File: config.mk
export PLATFORM = sky130hd
export DESIGN_NAME = rst_timeout_seq
export DESIGN_NICKNAME = d
export VERILOG_FILES = /design/src/rtl/rts_pkg.sv /design/src/rtl/rts_sync.sv /design/src/rtl/rts_persist.sv /design/src/rtl/rts_delay.sv /design/src/rtl/rst_timeout_seq.sv
export SDC_FILE = /design/constraint.sdc
export NUM_CORES = 1
export LEC_CHECK = 0
export BUFFER_PORTS_ARGS = -buffer_cell sky130_fd_sc_hd__buf_2
export CAP_MARGIN = 30
export CORE_ASPECT_RATIO = 0.9
export CORE_MARGIN = 3
export CORE_UTILIZATION = 45
export CTS_CLUSTER_SIZE = 8
export DETAILED_ROUTE_END_ITERATION = 8
export GPL_TIMING_DRIVEN = 0
export PLACE_DENSITY_LB_ADDON = 0.15
export SETUP_SLACK_MARGIN = 0.5
export SYNTH_ARGS = -nofsm -noshare
export SYNTH_HDL_FRONTEND = slang
export SYNTH_SLANG_ARGS = --single-unit
File: constraint.sdc
create_clock -name clk_i -period 1.69 [get_ports clk_i]
set_input_delay 0 -clock clk_i [delete_from_list [all_inputs] [get_ports clk_i]]
set_output_delay 0 -clock clk_i [all_outputs]
set_load 0.005 [all_outputs]
File: src/rtl/rts_pkg.sv
package rts_pkg;

   typedef enum logic [2:0] {
      ST_START,
      ST_HOLD,
      ST_PWRT,
      ST_OST,
      ST_RUN,
      ST_WOST
   } seq_st_e;

   localparam int CAUSE_W  = 5;
   localparam int CZ_POR   = 0;
   localparam int CZ_BOR   = 1;
   localparam int CZ_PIN   = 2;
   localparam int CZ_WDT   = 3;
   localparam int CZ_WAKE  = 4;

   localparam logic [1:0] MODE_EXT = 2'b11;

   function automatic logic [CAUSE_W-1:0] cause_bit(input int idx);
      logic [CAUSE_W-1:0] v;
      v = '0;
      v[idx] = 1'b1;
      return v;
   endfunction

endpackage

File: src/rtl/rts_sync.sv
module rts_sync #(
   parameter int              W       = 1,
   parameter int              STAGES  = 2,
   parameter logic [W-1:0]    RST_VAL = '0
) (
   input  logic          clk_i,
   input  logic          rst_i,
   input  logic [W-1:0]  d_i,
   output logic [W-1:0]  q_o
);

   if (STAGES < 2) begin : g_bad_stages
      $error("rts_sync: STAGES must be at least 2");
   end

   logic [STAGES-1:0][W-1:0] pipe_q;

   always_ff @(posedge clk_i or posedge rst_i) begin
      if (rst_i) pipe_q <= {STAGES{RST_VAL}};
      else       pipe_q <= {pipe_q[STAGES-2:0], d_i};
   end

   assign q_o = pipe_q[STAGES-1];

endmodule

File: src/rtl/rts_persist.sv
module rts_persist #(
   parameter int LEN = 4
) (
   input  logic clk_i,
   input  logic rst_i,
   input  logic lvl_i,
   output logic hit_o
);

   localparam int CW = (LEN < 2) ? 1 : $clog2(LEN);

   if (LEN < 2) begin : g_bad_len
      $error("rts_persist: LEN must be at least 2");
   end

   logic [CW-1:0] cnt_q;
   logic          hit_q;

   always_ff @(posedge clk_i or posedge rst_i) begin
      if (rst_i) begin
         cnt_q <= '0;
         hit_q <= 1'b0;
      end else if (!lvl_i) begin
         cnt_q <= '0;
         hit_q <= 1'b0;
      end else if (cnt_q == CW'(LEN-1)) begin
         hit_q <= 1'b1;
      end else begin
         cnt_q <= cnt_q + 1'b1;
      end
   end

   assign hit_o = hit_q;

   // R4 and R6 share this filter
   p_qualified_r4: assert property (@(posedge clk_i) disable iff (rst_i)
      $rose(hit_q) |-> $past(lvl_i));
   p_drop_r6: assert property (@(posedge clk_i) disable iff (rst_i)
      !lvl_i |=> !hit_o);

endmodule

File: src/rtl/rts_delay.sv
module rts_delay #(
   parameter int LIMIT = 16
) (
   input  logic clk_i,
   input  logic rst_i,
   input  logic clr_i,
   input  logic en_i,
   output logic done_o
);

   localparam int CW = (LIMIT < 2) ? 1 : $clog2(LIMIT);

   if (LIMIT < 2) begin : g_bad_limit
      $error("rts_delay: LIMIT must be at least 2");
   end

   logic [CW-1:0] cnt_q;

   assign done_o = en_i && (cnt_q == CW'(LIMIT-1));

   always_ff @(posedge clk_i or posedge rst_i) begin
      if (rst_i)        cnt_q <= '0;
      else if (clr_i)   cnt_q <= '0;
      else if (done_o)  cnt_q <= '0;
      else if (en_i)    cnt_q <= cnt_q + 1'b1;
   end

   p_wrap_r2: assert property (@(posedge clk_i) disable iff (rst_i)
      (done_o && !clr_i) |=> (cnt_q == '0));

endmodule

File: src/rtl/rst_timeout_seq.sv
module rst_timeout_seq
   import rts_pkg::*;
#(
   parameter int PWRT_TICKS  = 72,
   parameter int OST_CYCLES  = 1024,
   parameter int BOR_QUAL    = 100,
   parameter int PIN_FILT    = 4,
   parameter int SYNC_STAGES = 2
) (
   input  logic                clk_i,
   input  logic                por_i,
   input  logic                supply_ok_i,
   input  logic                pin_n_i,
   input  logic                tick_i,
   input  logic                osc_en_i,
   input  logic                cfg_pwrt_en_i,
   input  logic                cfg_bor_en_i,
   input  logic [1:0]          osc_mode_i,
   input  logic                wake_i,
   input  logic                wdt_i,
   input  logic                stat_clr_i,
   output logic                core_rst_o,
   output logic                wake_rel_o,
   output logic                pin_drive_o,
   output logic [CAUSE_W-1:0]  cause_o
);

   if (PWRT_TICKS < 2 || OST_CYCLES < 2 || BOR_QUAL < 2) begin : g_bad_cfg
      $error("rst_timeout_seq: delay parameters must be at least 2");
   end

   // ---------------- input conditioning ----------------
   logic [1:0] sync_q;
   logic       supply_s, pin_s;

   rts_sync #(.W(2), .STAGES(SYNC_STAGES), .RST_VAL(2'b11)) u_sync (
      .clk_i (clk_i),
      .rst_i (por_i),
      .d_i   ({supply_ok_i, pin_n_i}),
      .q_o   (sync_q)
   );
   assign supply_s = sync_q[1];
   assign pin_s    = sync_q[0];

   logic bor_hit, bor_det;

   rts_persist #(.LEN(BOR_QUAL)) u_bor_qual (
      .clk_i (clk_i),
      .rst_i (por_i),
      .lvl_i (~supply_s),
      .hit_o (bor_hit)
   );
   assign bor_det = bor_hit & cfg_bor_en_i;

   logic pin_lo;

   if (PIN_FILT >= 2) begin : g_pin_filt
      rts_persist #(.LEN(PIN_FILT)) u_pin_filt (
         .clk_i (clk_i),
         .rst_i (por_i),
         .lvl_i (~pin_s),
         .hit_o (pin_lo)
      );
   end else begin : g_pin_raw
      logic pin_lo_q;
      always_ff @(posedge clk_i or posedge por_i) begin
         if (por_i) pin_lo_q <= 1'b0;
         else       pin_lo_q <= ~pin_s;
      end
      assign pin_lo = pin_lo_q;
   end

   // ---------------- sequencer ----------------
   seq_st_e state_q, state_d;
   logic    por_origin_q;
   logic    pwrt_done, ost_done, ost_act;
   logic    pwrt_need, crystal;
   logic    wake_go, wake_fin, power_busy;

   assign pwrt_need  = cfg_pwrt_en_i | cfg_bor_en_i;
   assign crystal    = (osc_mode_i != MODE_EXT);
   assign ost_act    = (state_q == ST_OST) || (state_q == ST_WOST);
   assign power_busy = (state_q == ST_START) || (state_q == ST_HOLD) ||
                       (state_q == ST_PWRT)  || (state_q == ST_OST);

   rts_delay #(.LIMIT(PWRT_TICKS)) u_pwrt (
      .clk_i  (clk_i),
      .rst_i  (por_i),
      .clr_i  (state_q != ST_PWRT),
      .en_i   (tick_i && (state_q == ST_PWRT)),
      .done_o (pwrt_done)
   );

   rts_delay #(.LIMIT(OST_CYCLES)) u_ost (
      .clk_i  (clk_i),
      .rst_i  (por_i),
      .clr_i  (!ost_act),
      .en_i   (osc_en_i && ost_act),
      .done_o (ost_done)
   );

   always_comb begin
      state_d  = state_q;
      wake_go  = 1'b0;
      wake_fin = 1'b0;
      unique case (state_q)
         ST_START: state_d = pwrt_need ? ST_PWRT : (crystal ? ST_OST : ST_RUN);
         ST_HOLD:  if (supply_s) state_d = ST_PWRT;
         ST_PWRT:  if (pwrt_done)
                      state_d = (por_origin_q && crystal) ? ST_OST : ST_RUN;
         ST_OST:   if (ost_done) state_d = ST_RUN;
         ST_RUN:   if (wake_i) begin
                      wake_go = 1'b1;
                      if (crystal) state_d = ST_WOST;
                      else         wake_fin = 1'b1;
                   end
         ST_WOST:  if (ost_done) begin
                      state_d  = ST_RUN;
                      wake_fin = 1'b1;
                   end
         default:  state_d = ST_START;
      endcase
      if (bor_det) begin
         state_d  = ST_HOLD;
         wake_go  = 1'b0;
         wake_fin = 1'b0;
      end
   end

   // ---------------- registered outputs ----------------
   logic                core_rst_q, wake_rel_q, pin_lo_d;
   logic                pin_rise;
   logic [CAUSE_W-1:0]  cause_q;

   assign pin_rise = pin_lo & ~pin_lo_d;

   always_ff @(posedge clk_i or posedge por_i) begin
      if (por_i) begin
         state_q      <= ST_START;
         por_origin_q <= 1'b1;
         core_rst_q   <= 1'b1;
         wake_rel_q   <= 1'b0;
         pin_lo_d     <= 1'b0;
         cause_q      <= cause_bit(CZ_POR);
      end else begin
         state_q    <= state_d;
         core_rst_q <= power_busy | pin_lo | wdt_i;
         wake_rel_q <= wake_fin;
         pin_lo_d   <= pin_lo;
         if (bor_det) por_origin_q <= 1'b0;
         if (bor_det)          cause_q <= cause_bit(CZ_BOR);
         else if (pin_rise)    cause_q <= cause_bit(CZ_PIN);
         else if (wdt_i)       cause_q <= cause_bit(CZ_WDT);
         else if (wake_go)     cause_q <= cause_bit(CZ_WAKE);
         else if (stat_clr_i)  cause_q <= '0;
      end
   end

   assign core_rst_o  = core_rst_q;
   assign wake_rel_o  = wake_rel_q;
   assign pin_drive_o = power_busy;
   assign cause_o     = cause_q;

   // ---------------- assertions ----------------
   p_pwrt_forced_r2: assert property (@(posedge clk_i) disable iff (por_i)
      (state_q == ST_START && cfg_bor_en_i && !bor_hit) |=> (state_q == ST_PWRT));
   p_ost_mode_r3: assert property (@(posedge clk_i) disable iff (por_i)
      $rose(state_q == ST_OST) |-> $past(crystal && por_origin_q));
   p_bor_restart_r5: assert property (@(posedge clk_i) disable iff (por_i)
      (cfg_bor_en_i && bor_hit) |=> (state_q == ST_HOLD));
   p_hold_keep_r5: assert property (@(posedge clk_i) disable iff (por_i)
      (state_q == ST_HOLD && !supply_s) |=> (state_q == ST_HOLD));
   p_pin_release_r7: assert property (@(posedge clk_i) disable iff (por_i)
      (!pin_lo && pin_lo_d && !power_busy && !wdt_i) |=> !core_rst_o);
   p_wdt_nodrive_r8: assert property (@(posedge clk_i) disable iff (por_i)
      (state_q == ST_RUN && wdt_i && !bor_det) |=> !pin_drive_o);
   p_wake_src_r9: assert property (@(posedge clk_i) disable iff (por_i)
      wake_rel_o |-> $past(state_q == ST_RUN || state_q == ST_WOST));
   p_cause_onehot_r10: assert property (@(posedge clk_i) disable iff (por_i)
      $onehot0(cause_q));

endmodule

## Word level (Yosys, flattened, before mapping)

Index checks and enable logic that the tools add are counted.

| storage, ports and cells | value |
|---|---|
| flip-flop bits (word level) | 44 |
| input port bits | 13 |

| operators by class | value |
|---|---|
| add/subtract/negate cells | 4 |
| eq/ne operators | 19 |
| multiplexer cells | 37 |
| bitwise gates (word level) | 6 |
| reduce and logical (&&, ||, !) cells | 16 |

Operators with widths:

| operator | count |
|---|---|
| two-way mux 7 bit | 5 |
| two-way mux 10 bit | 3 |
| two-way mux 3 bit | 9 |
| two-way mux 5 bit | 5 |
| one-hot mux 3 bit (5 select lines) | 1 |
| adder 7 x 1 -> 7 bit, second input constant | 2 |
| equality test 7 bit, second input constant | 2 |
| two-way mux 1 bit | 11 |
| adder 10 x 1 -> 10 bit, second input constant | 1 |
| equality test 10 bit, second input constant | 1 |
| != test 3 x 2 -> 1 bit, second input constant | 3 |
| != test 3 bit, second input constant | 3 |
| equality test 3 x 2 -> 1 bit, second input constant | 2 |
| equality test 3 bit, second input constant | 2 |
| != test 2 bit, second input constant | 3 |
| logical AND 1 bit | 5 |
| AND reduction 5 bit | 1 |
| nonzero test 5 bit | 1 |
| logical OR 1 bit | 4 |
| two-way mux 2 bit | 2 |
| nonzero test 2 bit | 2 |
| equality test 3 x 1 -> 1 bit, second input constant | 1 |
| logical NOT 3 bit | 1 |
| != test 3 x 1 -> 1 bit, second input constant | 1 |
| 8 further kinds | 11 |

## Longest topological paths before layout

Gate-level depths: netlist of run 1.

| depth | value |
|---|---|
| depth in word-level cells | 7 |
| depth in mapped cells | 6 |
| depth with buffers taken out | 6 |

## Hierarchy

Synthesis of run 1 repeated with hierarchy kept, for this count alone.

| unflattened totals | value |
|---|---|
| cells, all modules | 228 |
| area total of the unflattened synthesis | 2,333.5 um^2 |

By module, submodules not included:

| module | instances | cells an instance | area an instance (um^2) | seq. area each (um^2) |
|---|---|---|---|---|
| rst_timeout_seq | 1 | 74 | 716.9 | 304.0 |
| rts_delay at u_ost | 1 | 62 | 591.8 | 250.2 |
| rts_persist at u_bor_qual | 1 | 37 | 391.6 | 200.2 |
| rts_delay at u_pwrt | 1 | 38 | 379.1 | 175.2 |
| rts_persist at g_pin_filt.u_pin_filt | 1 | 10 | 130.1 | 75.1 |
| rts_sync | 1 | 7 | 123.9 | 105.1 |

## Least setup slack after synthesis of run 1

No wires, ideal clock.

| path | value |
|---|---|
| kind | reg-to-reg |
| start point | register u_pwrt.cnt_q[3] |
| end point | register state_q[2] |
| setup time | 95 ps |
| arrival | 1,755 ps |
| setup slack | -160 ps |
| stages on the path, launching flop included | 6 |
| clock period less this slack | 1,850 ps |
| path through | dfrtp_1 -> or4b_4 -> o21ai_2 -> nand3_2 -> or3_4 -> o32ai_2 |

| between the ends | value |
|---|---|
| cells in the longest elaborated chain, start to end | 4 |

Ends and longest elaborated chain:

| what | RTL line | source |
|---|---|---|
| start, declared | rts_delay.sv:17 | `logic [CW-1:0] cnt_q;` |
| start signal, assigned | rts_delay.sv:25 | `else if (en_i) cnt_q <= cnt_q + 1'b1;` |
| equality test 7 bit | rts_delay.sv:19 | `assign done_o = en_i && (cnt_q == CW'(LIMIT-1));` |
| logical AND 1 bit | rts_delay.sv:19 |  |
| != test 3 bit (no line) | n/a |  |
| AND reduction 5 bit (no line) | n/a |  |
| end signal, assigned | rst_timeout_seq.sv:146 | `state_q <= state_d;` |
| end, declared | rst_timeout_seq.sv:74 | `seq_st_e state_q, state_d;` |

No other way between the ends.
A chain may end at the register's enable or synchronous reset.

## Worst setup path after layout of run 1

| path | value |
|---|---|
| start point | register u_pwrt.cnt_q[4] |
| end point | register state_q[2] |

The elaborated chain is that of the path after synthesis.

==> results of run 1 <==
-- critical path, stage by stage, from the launching register on --
cell and delay (ns):
dfrtp_1 0.40, or4b_4 0.55, o21ai_2 0.15, nand3_2 0.09, or3_4 0.34, o32ai_2 0.19
-- placed cells by master (no fill, tap or decap), types with 5 or more instances in the layout --
cell,synthesis,final
xor2_1,7,6
clkbuf_8,3,8
nor2_1,29,26
dlygate4sd3_1,0,5
dfstp_2,7,7
buf_6,0,5
dfrtp_1,37,37
o21ai_1,0,5
buf_4,0,23
a21oi_1,6,6
nand3_1,14,11
nand2_1,19,16
inv_1,6,5
buf_2,0,20
-- per-layer routing --
| layer | wire length (um) | up-vias | track usage (%) |
|---|---|---|---|
| met1 | 2100 | 845 | 23.2 |
| met4 | 68 | 0 | 5.83 |
| met3 | 279 | 7 | 6.36 |
| met2 | 2150 | 43 | 28.0 |
| li1 | - | 850 | - |
| met5 | 0 | - | 0 |
-- sequential cells by signal, indices dropped and copies added, names as in the netlist --
signal	count
u_sync.pipe_q	2
state_q	3
u_sync.q_o	2
g_pin_filt.u_pin_filt.cnt_q	2
core_rst_o	1
wake_rel_o	1
pin_lo_d	1
u_bor_qual.hit_o	1
u_bor_qual.cnt_q	7
cause_o	5
u_pwrt.cnt_q	7
por_origin_q	1
u_ost.cnt_q	10
g_pin_filt.u_pin_filt.hit_o	1
-- cells by family (layout without fill, tap and decap cells) --
logic type / after synthesis / after routing / synth area share [%]
compound gates: 39 / 39 / 12.8
xor+xnor: 13 / 13 / 5.38
fa+ha+maj: 4 / 4 / 2.37
buf+inv: 9 / 71 / 3.02
flops: 44 / 44 / 52.5
mux: 3 / 3 / 1.42
simple gates: 94 / 94 / 22.5
-- path summary, 6_finish.rpt --
kind	from	depth (start not counted)	slack, ns	to
max	u_pwrt.cnt_q[4]	5	-0.11	state_q[2]
min	wdt_i	3	-0.009	cause_o[4]
max reg2reg	u_pwrt.cnt_q[4]	5	-0.11	state_q[2]
min reg2reg	u_sync.pipe_q[0]	0	0.36	u_sync.q_o[0]
max in group asynchronous	por_i	4	0.98	core_rst_o
min in group asynchronous	por_i	3	0.19	u_pwrt.cnt_q[2]
-- through the flow --
| step | area [sq um] | cells | utilization, % | setup WS, ns |
|---|---|---|---|---|
| final | 2880 | 330 | 64.2 | -0.108 |
| after global routing | 2880 | 330 | 64.2 | -0.200 |
| after CTS | 2790 | 326 | 62.1 | -0.138 |
| after detailed placement | 2390 | 289 | 53.2 | -0.301 |
| after global placement | 2370 | 288 | 52.7 | -0.304 |
| after floorplan | 2190 | 206 | - | -0.138 |
-- final cells by class --
type | instances | area share [%]
multi-input combinational | 153 | 39.9
sequential | 44 | 38.5
timing repair buffer | 54 | 13.9
tap | 62 | 2.69
clock buffer | 7 | 2.65
buffer | 3 | 1.43
inverter | 6 | 0.782
clock inverter | 1 | 0.174
-- what timing repair did --
item	4_1_cts	5_1_grt
gates resized for setup	22	9
buffers inserted	24	4
hold endpoints to repair	48	1
pin swaps	25	16
setup endpoints to repair	29	30
cloned	0	0
-- power breakdown --
| group | internal (W) | switching, W |
|---|---|---|
| Clock | 0.000290 | 0.000350 |
| Sequential | 0.00114 | 0.0000605 |
| Combinational | 0.000225 | 0.000204 |
| Total | 0.00166 | 0.000615 |
==> reports/metrics.yaml, run 1 <==
pwr:
  power_density_nw_per_um2: 788
  leakage_nw: 1.30
  power_w: 0.00227
  vdd_drop_max_mv: 0.540
synthesis:
  synth.area.top_cells: "dfrtp_1 (44%), dfstp_2 (8.7%), nor2_1 (5.1%)"
  syn_avg_cell_area_sq_um: 10.3
  synth_most_common_cell: "dfrtp_1"
  yosys_warnings: 0
  synth_edf_count: 0
  synthCells: 206
  synth_seq_area_share_pct: 52.5
  synth_ff_type: "dfrtp_1"
  ys_types: 44
  synth-seq-cells: 44
  yosysTopAreaCellShare_pct: 43.8
  synth_fp_nets: 223
  async_reset_ff_share_pct: 100
  synthesis.area_sq_um: 2110
  synth_area_leader_cell: "dfrtp_1"
  netlist_top_cells_count: "dfrtp_1 (37), nor2_1 (29), nand2_1 (19)"
route:
  num_vias: 1745
  post_drt_wl_per_cell_um: 13.9
  via_per_inst: 5.29
  firstDrtPassIters: 4
  drtIter0Drc: 95
  antenna_left: 0
  drt_wl_total_um: 4590
  drc: 0
clock_network:
  numCtsBuffers: 5
  clkLatencyLatePin_ns: 0.30
  cts_root_buf: "clkbuf_8"
  clockBufferDepth: 2
  path_clk_slew_ns: 0.08
  holdBufCountCts: 5
  htree_levels: 2
  cts_tree: "done"
  clkSinkCount: 44
placement:
  dpl.hpwl_um: 2830
  port_buffers: 20
  gp_congestion: 0.780
timing:
  fin_crit_sh_pct: 106
  setup_slack_ns: -0.108
  fin_hold_ws_ns: -0.00921
  hold_viol_final: 1
  fin_tns_setup_ns: -0.168
  worstMarginPinSlew_ns: 0.398
  rsz0062_at_grt: "yes"
  fmax_mhz: 556
  final-max-slew-violation-count: 0
  relSlewSlack_pct: 73.1
  skew_ns: 0.00622
  post-route-min-period_ns: 1.80
  setup_violations: 2
floorplan:
  core_sq_um: 4490
  ios: 21
  die-area_sq_um: 5560
  row_count: 23
  die_x_um: 78.3
  start_util_pct: 47.1
  die_h_um: 71.0
grt:
  grt_first_pass_wirelength_um: 7760
  grt_max_degree: 32
  grt_pass1_vias: 1709
  grt.total_usage_pct: 17.9
  overflow: 0
  antenna_found_initial: 0
critical_path:
  crit_fanout: 2
  path_class: "reg -> reg"
  cp-end-kind: "flop"
  arrival_ns: 2.02
  worstPathRequired_ns: 1.91
  start_kind: "flop"
final_layout:
  num_antenna_cells: 0
  final-seq-area_sq_um: 1110
  nNetsFinal: 284
  fill_cells: 381
  drive_gt1_share_pct: 39.2
  area_growth_pct: 36.3
  multi_input_area_sq_um: 1150
outcome:
  violations: "negative hold slack, negative setup slack"
  status: "complete, but fails checks"
flow_run:
  max-cap-violations: 0
min_path:
  hold_path.class: "in -> reg"
No activity file was read; power rests on OpenSTA's default activity.
==> run 2, diff against run 1 <==
PLACE_DENSITY_LB_ADDON = 0.1   (was 0.15)
==> reports/metrics.yaml, run 2 (same netlist as run 1, synthesis figures left out) <==
timing:
  hold_viol_final: 0
  worstMarginPinSlew_ns: 0.741
  setup_violations: 5
  fin_crit_sh_pct: 108
  relSlewSlack_pct: 50.5
  fin_tns_setup_ns: -0.348
  fin_hold_ws_ns: 0.0202
  final-max-slew-violation-count: 0
  fmax_mhz: 548
  post-route-min-period_ns: 1.83
  setup_slack_ns: -0.136
  skew_ns: 0.00406
  rsz0062_at_grt: "yes"
route:
  firstDrtPassIters: 4
  post_drt_wl_per_cell_um: 14.8
  via_per_inst: 5.37
  drt_wl_total_um: 4760
  num_vias: 1725
  antenna_left: 0
  drtIter0Drc: 152
  drc: 0
pwr:
  intPower_w: 0.00165
  power_density_nw_per_um2: 800
  leakage_nw: 1.26
  power_w: 0.00225
  power.switching_w: 0.000601
  p_comb_share_pct: 15.4
  seqPwrFrac_pct: 54.9
  switching_share_pct: 26.7
  clockPowerShare_pct: 29.7
  vdd_drop_max_mv: 0.529
floorplan:
  start_util_pct: 47.1
  ios: 21
  die_h_um: 71.0
  die-area_sq_um: 5560
  die_x_um: 78.3
  core_sq_um: 4490
  row_count: 23
final_layout:
  num_antenna_cells: 0
  largest_register_ff_count: 10
  nNetsFinal: 275
  final_common_cell: "dfrtp_1"
  design_area_sq_um: 2810
  final_cell_mix: "dfrtp_1 (35), nor2_1 (24), buf_2 (20), nand2_1 (17), buf_4 (15)"
  top_regs: "u_ost.cnt_q x10, u_bor_qual.cnt_q x7, u_pwrt.cnt_q x7"
  regMostFlops: "u_ost.cnt_q"
  drive_gt1_share_pct: 39.4
  area_growth_pct: 33.1
grt:
  antenna_found_initial: 0
  grt_first_pass_wirelength_um: 7820
  grt.total_usage_pct: 17.6
  grt_pass1_vias: 1769
  grt_max_degree: 45
  overflow: 0
placement:
  dpl.hpwl_um: 2960
  gp_congestion: 0.880
  dpl_cell_area_sq_um: 2370
  port_buffers: 20
critical_path:
  start_kind: "flop"
  crit_fanout: 4
  worstPathCellList: "or4b_4, o21ai_4, nand3_2, or3_4, o32ai_2"
  cpPeakStageDelay_ns: 0.52
  cp-end-kind: "flop"
  crit_family: "simple AND/OR/NAND/NOR gates"
  cp_num_cells: 5
  cp.buffers_inverters: 0
  path_class: "reg -> reg"
  arrival_ns: 2.03
  rr_worst_depth: 5
  worstPathRequired_ns: 1.89
  cpMaxStageDelayCell: "or4b_4"
clock_network:
  clkSinkCount: 44
  htree_levels: 2
  clockBufferDepth: 2
  path_clk_slew_ns: 0.08
  clkLatencyLatePin_ns: 0.29
  numCtsBuffers: 5
  cts_tree: "done"
  cts_root_buf: "clkbuf_8"
outcome:
  violations: "negative setup slack"
  status: "complete, but fails checks"
min_path:
  hold_depth: 3
  hold_path.class: "in -> reg"
flow_run:
  max-cap-violations: 0
## run 2: layer usage
| metal | GRT usage [%] | share of wire (%) | vias to the layer above |
|---|---|---|---|
| li1 | - | - | 838 |
| met1 | 21.4 | 44 | 848 |
| met2 | 31.7 | 52 | 35 |
| met3 | 3.94 | 3.6 | 4 |
| met4 | 4.66 | 0.93 | 0 |
| met5 | 0 | 0 | - |
## run 2: timing repair
action,in CTS,in global routing
pin swaps,16,16
endpoints found under the hold margin,41,0
gates resized for setup,18,20
setup buffers,15,6
endpoints found under the setup margin,29,50
hold buffers,4,0
## run 2: power by group through the flow
stage               clock network (W)  registers, W  logic (W)
floorplan                           0       0.00123   0.000188
global placement                    0       0.00125   0.000241
detailed placement                  0       0.00126   0.000264
CTS                          0.000692       0.00123   0.000329
global route                 0.000731       0.00125   0.000385
finish                       0.000668       0.00124   0.000347
## run 2: worst reg2reg max path: stages (launching register included)
cell,delay [ns]
dfrtp_1,0.44
or4b_4,0.52
o21ai_4,0.15
nand3_2,0.10
or3_4,0.34
o32ai_2,0.20
## run 2: area by class of cell
| type | count | area [sq um] |
|---|---|---|
| Buffer | 3 | 41.3 |
| Clock buffer | 6 | 82.6 |
| Clock inverter | 2 | 10.0 |
| Fill cell | 393 | 1680 |
| Inverter | 6 | 23.8 |
| Multi-Input combinational cell | 153 | 1150 |
| Sequential cell | 44 | 1110 |
| Tap cell | 62 | 77.6 |
| Timing Repair Buffer | 45 | 320 |
## run 2: worst paths after layout
| path | slack [ns] | from | end |
|---|---|---|---|
| min in group asynchronous | 0.35 | por_i | u_pwrt.cnt_q[5] |
| max in group asynchronous | 0.86 | por_i | u_ost.cnt_q[1] |
| hold reg to reg | 0.36 | u_sync.pipe_q[0] | u_sync.q_o[0] |
| setup reg to reg | -0.14 | u_pwrt.cnt_q[5] | state_q[2] |
| hold / removal | 0.02 | stat_clr_i | cause_o[0] |
| setup / recovery | -0.14 | u_pwrt.cnt_q[5] | state_q[2] |
## run 2: per-stage QoR
step	utilization [%]	setup WS (ns)	cells
6_report	62.7	-0.136	321
5_1_grt	62.7	-0.196	321
4_1_cts	59.9	-0.154	315
3_5_place_dp	52.7	-0.324	288
3_3_place_gp	52.7	-0.243	288
2_1_floorplan	-	-0.138	206
